**config.mk**
```make
export PLATFORM = sky130hd
export DESIGN_NAME = bcd_national_conv
export DESIGN_NICKNAME = d
export VERILOG_FILES = /design/src/rtl/bcdnat_pkg.sv /design/src/rtl/bcdnat_digit.sv /design/src/rtl/bcdnat_sign.sv /design/src/rtl/bcdnat_cond.sv /design/src/rtl/bcd_national_conv.sv
export SDC_FILE = /design/constraint.sdc
export NUM_CORES = 1
export LEC_CHECK = 0
export BUFFER_PORTS_ARGS = -buffer_cell sky130_fd_sc_hd__buf_2
export CAP_MARGIN = 40
export CORE_MARGIN = 2
export CORE_UTILIZATION = 43
export CTS_BUF_LIST = sky130_fd_sc_hd__clkbuf_8 sky130_fd_sc_hd__clkbuf_16
export CTS_CLUSTER_DIAMETER = 60
export DETAILED_ROUTE_END_ITERATION = 8
export PLACE_DENSITY = 0.79
export RECOVER_POWER = 25
export SLEW_MARGIN = 20
export SYNTH_ARGS = -nofsm -noshare
export SYNTH_HDL_FRONTEND = slang
export SYNTH_HIERARCHICAL = 1
export SYNTH_SLANG_ARGS = --single-unit
```
**constraint.sdc**
```tcl
create_clock -name clk -period 4 [get_ports clk]
set_clock_uncertainty 0.1 [all_clocks]
set_input_delay 0.2 -clock clk [delete_from_list [all_inputs] [get_ports clk]]
set_output_delay 0.2 -clock clk [all_outputs]
set_load 0.03 [all_outputs]
```
**src/rtl/bcdnat_pkg.sv**
```systemverilog
// Package: shared constants for the packed-decimal to national converter.
// Assumes 4-bit packed nibbles and an 8-bit zone/digit low byte per character.
package bcdnat_pkg;
    localparam int NIB_W      = 4;
    localparam int COND_W     = 4;
    localparam int COND_LT    = 3;
    localparam int COND_GT    = 2;
    localparam int COND_EQ    = 1;
    localparam int COND_SO    = 0;
    localparam logic [3:0] ZONE_NIB  = 4'h3;
    localparam logic [7:0] MINUS_CH  = 8'h2D;
    localparam logic [7:0] PLUS_CH   = 8'h2B;
    localparam logic [3:0] MAX_DIGIT = 4'd9;
endpackage

```
**src/rtl/bcdnat_digit.sv**
```systemverilog
// Module: widens one packed digit nibble into a national digit character.
// Assumes CHAR_W >= 8; flags nibbles that are not decimal digits.
module bcdnat_digit
    import bcdnat_pkg::*;
#(
    parameter int CHAR_W = 16
) (
    input  logic [NIB_W-1:0]  nib,
    output logic [CHAR_W-1:0] chr,
    output logic              bad
);
    localparam int PAD_W = CHAR_W - 8;

    // Build the character: zero upper byte, zone nibble, digit nibble.
    always_comb begin
        chr = {{PAD_W{1'b0}}, ZONE_NIB, nib};
        bad = (nib > MAX_DIGIT);
    end
endmodule

```
**src/rtl/bcdnat_sign.sv**
```systemverilog
// Module: decodes the packed sign nibble into polarity, validity and a sign char.
// Assumes codes 0xB/0xD negative, 0xA/0xC/0xE/0xF positive, 0x0-0x9 invalid.
module bcdnat_sign
    import bcdnat_pkg::*;
#(
    parameter int CHAR_W = 16
) (
    input  logic [NIB_W-1:0]  nib,
    output logic              neg,
    output logic              bad,
    output logic [CHAR_W-1:0] chr
);
    localparam int PAD_W = CHAR_W - 8;

    // Classify the sign code and pick the matching character.
    always_comb begin
        neg = 1'b0;
        bad = 1'b0;
        unique case (nib)
            4'hB, 4'hD:             neg = 1'b1;
            4'hA, 4'hC, 4'hE, 4'hF: neg = 1'b0;
            default:                bad = 1'b1;
        endcase
        chr = {{PAD_W{1'b0}}, (neg ? MINUS_CH : PLUS_CH)};
    end
endmodule

```
**src/rtl/bcdnat_cond.sv**
```systemverilog
// Module: forms the LT/GT/EQ/SO condition field for one operand.
// Assumes sign in the lowest nibble; digits above OVF_LSB do not fit the result.
module bcdnat_cond
    import bcdnat_pkg::*;
#(
    parameter int OPND_W  = 128,
    parameter int OVF_LSB = 32
) (
    input  logic [OPND_W-1:0] operand,
    input  logic              neg,
    input  logic              malformed,
    output logic [COND_W-1:0] cond
);
    logic mag_zero;
    logic too_wide;

    // Detect a zero magnitude and digits beyond the kept window.
    always_comb begin
        mag_zero = ~|operand[OPND_W-1:NIB_W];
        too_wide = |operand[OPND_W-1:OVF_LSB];
    end

    // Build the field; a malformed operand reports overflow alone.
    always_comb begin
        cond = '0;
        if (malformed) begin
            cond[COND_SO] = 1'b1;
        end else begin
            cond[COND_EQ] = mag_zero;
            cond[COND_LT] = ~mag_zero & neg;
            cond[COND_GT] = ~mag_zero & ~neg;
            cond[COND_SO] = too_wide;
        end
    end
endmodule

```
**src/rtl/bcd_national_conv.sv**
```systemverilog
// Module: top of the packed-decimal to national converter with a one-deep
// registered response stage behind a valid/ready handshake.
// Assumes synchronous active-low reset; data registers need no reset since
// they are only observed while out_valid is high.
module bcd_national_conv
    import bcdnat_pkg::*;
#(
    parameter int OPND_W      = 128,
    parameter int KEPT_DIGITS = 7,
    parameter int CHAR_W      = 16,
    localparam int RES_W      = (KEPT_DIGITS + 1) * CHAR_W
) (
    input  logic              clk,
    input  logic              rst_n,
    input  logic              in_valid,
    output logic              in_ready,
    input  logic [OPND_W-1:0] in_operand,
    output logic              out_valid,
    input  logic              out_ready,
    output logic [RES_W-1:0]  out_result,
    output logic [3:0]        out_cond
);
    localparam int OVF_LSB = (KEPT_DIGITS + 1) * NIB_W;
    localparam logic [CHAR_W-1:0] ZERO_CHAR = {{(CHAR_W-8){1'b0}}, ZONE_NIB, 4'h0};

    logic [RES_W-1:0]       next_result;
    logic [KEPT_DIGITS-1:0] digit_bad;
    logic                   sign_neg;
    logic                   sign_bad;
    logic [COND_W-1:0]      next_cond;
    logic                   accept;

    // Sign nibble decode and sign character in halfword 0.
    bcdnat_sign #(.CHAR_W(CHAR_W)) u_sign (
        .nib (in_operand[NIB_W-1:0]),
        .neg (sign_neg),
        .bad (sign_bad),
        .chr (next_result[CHAR_W-1:0])
    );

    // One digit converter per kept digit; halfword n carries nibble n.
    for (genvar g = 1; g <= KEPT_DIGITS; g++) begin : g_digit
        bcdnat_digit #(.CHAR_W(CHAR_W)) u_digit (
            .nib (in_operand[g*NIB_W +: NIB_W]),
            .chr (next_result[g*CHAR_W +: CHAR_W]),
            .bad (digit_bad[g-1])
        );
    end

    bcdnat_cond #(.OPND_W(OPND_W), .OVF_LSB(OVF_LSB)) u_cond (
        .operand   (in_operand),
        .neg       (sign_neg),
        .malformed (sign_bad | (|digit_bad)),
        .cond      (next_cond)
    );

    // Handshake: a slot is free when empty or being drained this cycle.
    always_comb begin
        in_ready = ~out_valid | out_ready;
        accept   = in_valid & in_ready;
    end

    // Response valid flag: set on accept, cleared when taken or on reset.
    always_ff @(posedge clk) begin
        if (!rst_n) begin
            out_valid <= 1'b0;
        end else if (accept) begin
            out_valid <= 1'b1;
        end else if (out_ready) begin
            out_valid <= 1'b0;
        end
    end

    // Response data: load only on accept so a stalled response holds.
    always_ff @(posedge clk) begin
        if (accept) begin
            out_result <= next_result;
            out_cond   <= next_cond;
        end
    end

    // a stalled response stays put.
    a_r8_hold_on_stall: assert property (@(posedge clk) disable iff (!rst_n)
        (out_valid && !out_ready && !in_valid) |=> (out_valid && $stable(out_result) && $stable(out_cond)));

    // an accepted request is answered after the same edge.
    a_r8_accept_answers: assert property (@(posedge clk) disable iff (!rst_n)
        (in_valid && in_ready) |=> out_valid);

    // the polarity/zero bits never combine.
    a_r4_exclusive: assert property (@(posedge clk) disable iff (!rst_n)
        out_valid |-> $onehot0(out_cond[COND_LT:COND_EQ]));

    // a negative result carries the minus character.
    a_r1_lt_minus: assert property (@(posedge clk) disable iff (!rst_n)
        (out_valid && out_cond[COND_LT]) |-> (out_result[7:0] == MINUS_CH));

    // a zero result has all-zero digit characters.
    for (genvar g = 1; g <= KEPT_DIGITS; g++) begin : g_chk
        a_r3_eq_zero_digits: assert property (@(posedge clk) disable iff (!rst_n)
            (out_valid && out_cond[COND_EQ]) |-> (out_result[g*CHAR_W +: CHAR_W] == ZERO_CHAR));
    end
endmodule

```
After elaboration in Yosys (flattened, before gate mapping)
Index checks and enable logic that the tools add are counted.
{ "classes": {"n_reduce_logical": 7, "n_mux": 5, "order_cmp": 7, "n_eq_ne": 6, "bitwise": 7} }
{ "ops": {"columns": ["operator", "n"], "rows": [
  ["OR reduction 124 bit", 1],
  ["OR reduction 96 bit", 1],
  ["greater-than comparator 4 bit, second input constant", 7],
  ["equality test 4 bit, second input constant", 6],
  ["OR reduction 7 bit", 1],
  ["OR reduction 6 bit", 1],
  ["2-to-1 mux 1 bit", 4],
  ["AND 1 bit", 3],
  ["2-to-1 mux 3 bit", 1],
  ["NOT 1 bit", 2],
  ["bitwise OR 1 bit", 2],
  ["nonzero test 2 bit", 1],
  ["OR reduction 2 bit", 1],
  ["zero test 1 bit", 1]
]} }
{ "totals": {"input_bits": 132, "output_inout_bits": 134, "wordCells": 35, "ff_bits": 41} }

Longest topological paths before layout
Gate-level depths: netlist of the first run.
{ "logic_depth": {"depth_word": 5, "mapped_depth": 4, "depth_no_buf": 4} }

By module
The synthesis of the first run kept the hierarchy.
{ "by_module_without_submodules": {"columns": ["module", "n_inst", "cells_each", "seq_area_each_um2", "area_per_inst_um2"], "rows": [
  ["bcd_national_conv", 1, 140, 3983.8, 4031.4],
  ["bcdnat_digit", 7, 19, 0.0, 135.1],
  ["bcdnat_cond", 1, 48, 0.0, 310.3],
  ["bcdnat_sign", 1, 21, 0.0, 145.1]
]} }

Worst setup path before layout of the first run
Ideal clock, no wire load.
{ "synth_timing": {"path_kind": "reg2reg", "from": "register out_valid", "to": "register out_cond[0] (enable)", "stages_incl_launch_ff": 3, "arrival_ns": 3.671, "slack_ns": -0.279, "setup_ns": 0.508, "synth_period_minus_slack_ns": 4.279, "cell_sequence": "dfxtp_1 -> nand2b_4 -> and2_1"} }
{ "synth_between": {"elab_chain_cells": 3} }
{ "synth_rtl": {"columns": ["element", "line_no", "source"], "rows": [
  ["start: declaration", "bcd_national_conv.sv:18", "output logic out_valid,"],
  ["start signal: assignment", "bcd_national_conv.sv:66", "out_valid <= 1'b0;"],
  ["start signal: assignment", "bcd_national_conv.sv:68", "out_valid <= 1'b1;"],
  ["start signal: assignment", "bcd_national_conv.sv:70", "out_valid <= 1'b0;"],
  ["NOT 1 bit", "bcd_national_conv.sv:59", "in_ready = ~out_valid | out_ready;"],
  ["bitwise OR 1 bit", "bcd_national_conv.sv:59", null],
  ["net in_ready", "bcd_national_conv.sv:16", "output logic in_ready,"],
  ["AND 1 bit", "bcd_national_conv.sv:60", "accept = in_valid & in_ready;"],
  ["net accept", "bcd_national_conv.sv:31", "logic accept;"],
  ["end signal: assignment", "bcd_national_conv.sv:78", "out_cond <= next_cond;"],
  ["end: declaration", "bcd_national_conv.sv:21", "output logic [3:0] out_cond"]
]} }
The timed path passes the listed nets, and every way through them passes these cells.
A chain may end at the register's enable or synchronous reset.

==> results.sh, run 1 <==
export IMPL_gr_total_overflow=0
export IMPL_drtAntennaViolNets=0
export IMPL_max_freq_ghz=0.513
export IMPL_routedWlPerCell_um=15.5
export IMPL_rsz0062_at_grt="false"
export IMPL_p_clk_frac=0.437
export IMPL_cts_hold_buf=32
export IMPL_dieArea_um2=13500
export IMPL_cts_tree="built"
export IMPL_grt_pass1_wl_mm=16.5
export IMPL_ctsHtreeMaxLevel=4
export IMPL_cp_start_kind="flop"
export IMPL_dr_first_iter_drc_count=233
export IMPL_dp_worst_setup_slack_ns=1.77
export IMPL_tns_ns=0
export IMPL_cts_buffers=17
export IMPL_area_delta_synth_final_pct=32.6
export IMPL_fin_ws_ns=2.05
export IMPL_drc=0
export IMPL_power_density_nw_per_um2=504
export IMPL_swShare=0.234
export IMPL_grt_pass1_vias=3132
export IMPL_switching_power_w=0.000848
export IMPL_wirelength_mm=12.4
export IMPL_netlist_instances=342
export IMPL_hold_path_class="in -> reg"
export IMPL_tightestPinTransition_ns=0.784
export IMPL_clockRootBuffer="clkbuf_16"
export IMPL_crit_fanout=82
export IMPL_drv_cap=0
export IMPL_start_util=0.436
export IMPL_clkLatencyLatePin_ns=0.40
export IMPL_ir_drop_mv=0.242
export IMPL_ys_types=22
export IMPL_std_cell_rows=41
export IMPL_power_frac_comb=0.109
export IMPL_post_cts_setup_buffers=0
export IMPL_clk_path_buf_depth=2
export IMPL_place_gp_congestion=0.930
export IMPL_final_hold_violation_count=0
export IMPL_ys_ff_latch=133
export IMPL_cp_required_ns=3.95
export IMPL_slew_violations=0
export IMPL_syn_mean_instance_area_um2=15.9
export IMPL_core_area_um2=12500
export IMPL_num_nets_final=746
export IMPL_rrSetupSlack_ns=2.05
export IMPL_num_vias=3337
export IMPL_fin_area_um2=7200
export IMPL_crit_type="reg -> reg"
export IMPL_dieWidth_um=116
export IMPL_grt_max_degree=83
export IMPL_cts_sinks=133
export IMPL_cpMaxStageDelayCell="and2_4"
export IMPL_path_clk_slew_ns=0.06
export IMPL_avgViaCountPerCell=4.17
export IMPL_grt_antenna_before_repair=2
export IMPL_die_h_um=116
export IMPL_ios=266
export IMPL_grt_use_total=0.175
export IMPL_run_status="finished, final reports clean"
export IMPL_fin_crit_sh=0.487
export IMPL_cts_resized_gates=0
export IMPL_intPower_w=0.00278
export IMPL_fill_cells=1024
export IMPL_total_power_w=0.00363
export IMPL_maxSlewHeadroom=0.473
export IMPL_p_leak_nw=2.96
export IMPL_ys_seq_area_frac=0.733
export IMPL_cp_slowest_stage_delay_ns=0.55
export IMPL_setup_viol=0
export IMPL_power_frac_seq=0.455
export IMPL_placed_cell_area_um2=6350
export IMPL_layout_drive_gt1_share=0.362
export IMPL_crit_chain="nand2b_4 -> and2_4 -> buf_12"
export IMPL_crit_arrival_ns=1.90
export IMPL_dr_pass1_iters=4
export IMPL_io_buffers=265
export IMPL_hpwl_mm=9.48
export IMPL_yosys_warnings=6
export IMPL_syn_cell_area_um2=5430
export IMPL_final_min_clock_period_ns=1.95
export IMPL_crit_path_end_kind="flop"
==> worst max-delay path: cells and delay by family, from the launching register on <==
kind                   cells  cell delay [ns]
AND/OR/NAND/NOR            2             0.63
buffers and inverters      1             0.43
flip-flops                 1             0.34
==> cells in the final DEF (no fill, tap or decap), drive strengths merged <==
master         n
nand3b         1
and2           1
edfxtp       132
nor3           1
a21boi         1
clkinvlp       3
bufinv         4
xor2           1
diode          2
a311oi         2
buf          194
nand2          2
and3           1
clkbuf        89
and4b          1
conb          98
clkinv         6
nand2b         1
dfxtp          1
nor2           1
dlygate4sd3   32
o21ai          1
o21a           7
inv            4
nand3          4
nand4          5
nor4          34
==> power groups by stage <==
stage	Clock [W]	Sequential [W]	Combinational [W]
2_1_floorplan	0	0.00185	0.000135
3_3_place_gp	0	0.00168	0.000374
3_5_place_dp	0	0.00168	0.000377
4_1_cts	0.00162	0.00165	0.000402
5_1_grt	0.00167	0.00166	0.000420
6_report	0.00159	0.00165	0.000395
==> cells in the mapped netlist (all sizes together) <==
master / n / share of area
nor2: 1 / 0.00069
and3: 1 / 0.0012
nor4: 34 / 0.041
a311oi: 2 / 0.0032
a21boi: 1 / 0.0014
nand4: 5 / 0.0058
buf: 127 / 0.18
edfxtp: 132 / 0.73
xor2: 1 / 0.0016
nand3b: 1 / 0.0014
inv: 2 / 0.0014
o21ai: 1 / 0.00092
nor3: 1 / 0.00092
dfxtp: 1 / 0.0037
nand2b: 1 / 0.0025
o21a: 7 / 0.0097
and4b: 1 / 0.0018
and2: 1 / 0.0012
conb: 16 / 0.011
nand3: 4 / 0.0037
nand2: 2 / 0.0014
==> kinds of logic (layout without fill, tap and decap cells) <==
family | count (synthesis) | count (layout) | synth area share
buffers and inverters | 129 | 332 | 0.177
flip-flops | 133 | 133 | 0.733
other | 16 | 100 | 0.0111
AND/OR/NAND/NOR | 52 | 52 | 0.0620
XOR/XNOR | 1 | 1 | 0.00161
AO/OA/AOI/OAI | 11 | 11 | 0.0152
==> state kept, by name (all words and copies together) (netlist names) <==
name	flops
out_valid	1
out_result	128
out_cond	4
==> worst paths after layout <==
kind	from	to	cells after the start
hold / removal	in_operand[58]	out_cond[0]	5
hold reg to reg	out_valid	out_result[2]	2
setup / recovery	out_valid	out_result[39]	3
setup reg to reg	out_valid	out_result[39]	3
==> per-stage QoR <==
step           utilization  cells  hold slack (ns)
2_1_floorplan            -    424            0.239
3_3_place_gp         0.509    735            0.294
3_5_place_dp         0.509    735            0.297
4_1_cts              0.585    799            0.117
5_1_grt              0.578    801            0.157
6_report             0.578    801            0.136
==> area by class of cell <==
type	instances	area, µm²	share of cell area
Clock buffer	17	425	0.0591
Timing Repair Buffer	298	1580	0.219
Multi-Input combinational cell	162	798	0.111
Sequential cell	133	3980	0.553
Tap cell	172	215	0.0299
Clock inverter	15	190	0.0264
Inverter	2	7.51	0.00104
Antenna cell	2	5.00	0.000695
==> routing by layer <==
layer  vias to the layer above  part of all wire  wire, µm  GRT usage
met5                         -                 0         0          0
met4                         0             0.052       644      0.121
met3                        36             0.069       854     0.0597
met2                       182              0.54      6670      0.310
met1                      1539              0.34      4240      0.173
li1                       1580                 -         -          -
(Power assumes the default switching activity.)
==> run 2, diff against run 1 <==
Clock period 4 ns to 1.6 ns, I/O delays scaled along.
==> run 2 against run 1 <==
Compared with the run above:
- core utilization up 0.50 points
- non-clock buffer count up 11
- largest cell class unchanged
- critical endpoint is now out_cond[3]
- global-route usage down 0.22 points
- die area unchanged
- highest routed layer unchanged
==> results.sh, run 2 (synthesized netlist as in run 1, its figures left out) <==
export IMPL_run_status="finished, final reports clean"
export IMPL_maxSlewHeadroom=0.607
export IMPL_setup_viol=0
export IMPL_rr_worst_depth=3
export IMPL_hold_start="in_operand[3]"
export IMPL_io_buffers=265
export IMPL_crit_path_end_kind="flop"
export IMPL_dieArea_um2=13500
export IMPL_clkLatencyLatePin_ns=0.41
export IMPL_cp_required_ns=1.64
export IMPL_rr_endpoint="out_result[39]"
export IMPL_largest_register="out_result"
export IMPL_routedWlPerCell_um=15.2
export IMPL_area_delta_synth_final_pct=33.7
export IMPL_post_cts_setup_buffers=0
export IMPL_clk_path_buf_depth=2
export IMPL_cts_tree="built"
export IMPL_grt_max_degree=69
export IMPL_die_h_um=116
export IMPL_std_cell_rows=41
export IMPL_hold_path_class="in -> reg"
export IMPL_finalNonFillerCells=810
export IMPL_max_freq_ghz=0.646
export IMPL_layout_common_cells="buf_2 (194), edfxtp_1 (132), conb_1 (98)"
export IMPL_worstReg2RegStart="out_valid"
export IMPL_rrSetupSlack_ns=0.20
export IMPL_n_antenna_cell=0
export IMPL_fin_util=0.583
export IMPL_dr_first_iter_drc_count=290
export IMPL_power_density_nw_per_um2=1190
export IMPL_gr_total_overflow=0
export IMPL_largest_reg_flops=128
export IMPL_dieWidth_um=116
export IMPL_multi_input_area_um2=838
export IMPL_grt_use_total=0.173
export IMPL_drtAntennaViolNets=0
export IMPL_ir_drop_mv=0.606
export IMPL_dr_pass1_iters=4
export IMPL_num_nets_final=757
export IMPL_grt_antenna_before_repair=0
export IMPL_path_clk_slew_ns=0.06
export IMPL_crit_type="in -> reg"
export IMPL_cp_start_kind="primary input"
export IMPL_ctsHtreeMaxLevel=4
export IMPL_seqCellArea_um2=3990
export IMPL_avgViaCountPerCell=4.16
export IMPL_holdPathEnd="out_result[2]"
export IMPL_place_gp_congestion=0.852
export IMPL_grt_pass1_wl_mm=16.6
export IMPL_place_inst=746
export IMPL_num_vias=3370
export IMPL_slew_violations=0
export IMPL_final_hold_violation_count=0
export IMPL_final_min_clock_period_ns=1.55
export IMPL_fin_area_um2=7260
export IMPL_hold_depth=2
export IMPL_start_util=0.436
export IMPL_tightestPinTransition_ns=0.584
export IMPL_final_common_cell="buf_2"
export IMPL_drv_cap=0
export IMPL_fill_cells=1020
export IMPL_layout_drive_gt1_share=0.387
export IMPL_cts_sinks=133
export IMPL_core_area_um2=12500
export IMPL_drc=0
export IMPL_placed_cell_area_um2=6450
export IMPL_clockRootBuffer="clkbuf_16"
export IMPL_wirelength_mm=12.3
export IMPL_ios=266
export IMPL_cts_buffers=17
export IMPL_p_leak_nw=2.98
export IMPL_crit_path_start="in_operand[12]"
export IMPL_top_regs="out_result x128, out_cond x4, out_valid x1"
export IMPL_grt_pass1_vias=3319
export IMPL_crit_arrival_ns=1.59
export IMPL_crit_fanout=3
export IMPL_fin_crit_sh=0.968
-- run 2: changes by cell type in the layout (fill, tap and decap cells not counted), sizes merged --
cell / delta
buf: +12
clkinvlp: +4
bufinv: -3
diode: -2
clkbuf: -1
inv: -1
-- run 2: timing repair --
item / in CTS / in global routing
hold buffers: 32 / 0
setup endpoints to repair: 0 / 3
endpoints found under the hold margin: 31 / 0
resized for setup: 0 / 7
-- run 2: how the worst max path moves through the flow --
stage | endpoint | slack [ns]
after CTS | out_cond[3] | 0.05
final | out_cond[3] | 0.05
after global routing | out_cond[3] | -0.003
after detailed placement | out_cond[3] | -0.14
after global placement | out_cond[2] | -0.12
after floorplan | out_cond[0] | -0.42
-- run 2: power breakdown --
part	leakage [nW]	total, W	internal (W)	switching [W]
registers	1.28	0.00412	0.00408	0.0000490
clock network	0.249	0.00349	0.00210	0.00139
logic	1.45	0.00101	0.000311	0.000702
-- run 2: cell type report --
| class | instances | share of cell area |
|---|---|---|
| flip-flops and latches | 133 | 0.549 |
| repair buffers | 309 | 0.230 |
| multi-input cells | 162 | 0.115 |
| clock buffers | 17 | 0.0586 |
| well taps | 172 | 0.0296 |
| clock inverters | 15 | 0.0162 |
| inverters | 2 | 0.00103 |
-- run 2: through the flow --
step	worst slack, ns	power, W	setup TNS, ns	hold WS [ns]
2_1_floorplan	-0.416	0.00495	-54.88	0.108
3_3_place_gp	-0.125	0.00514	-0.454	0.184
3_5_place_dp	-0.144	0.00516	-0.505	0.186
4_1_cts	0.0459	0.00873	0	0.0149
5_1_grt	-0.00279	0.00892	-0.00385	0.0290
6_report	0.0509	0.00863	0	0.0262
-- run 2: per-layer routing --
metal,vias up,GRT usage,share of wire
met5,-,0,0
met3,18,0.0483,0.074
met2,194,0.329,0.56
li1,1602,-,-
met1,1556,0.170,0.34
met4,0,0.0905,0.026
-- run 2: critical path: stages --
cell           delay [ns]
dlygate4sd3_1        0.54
clkbuf_1             0.14
nor4_2               0.33
nand4_1              0.19
nor2_2               0.20
a311oi_2             0.11
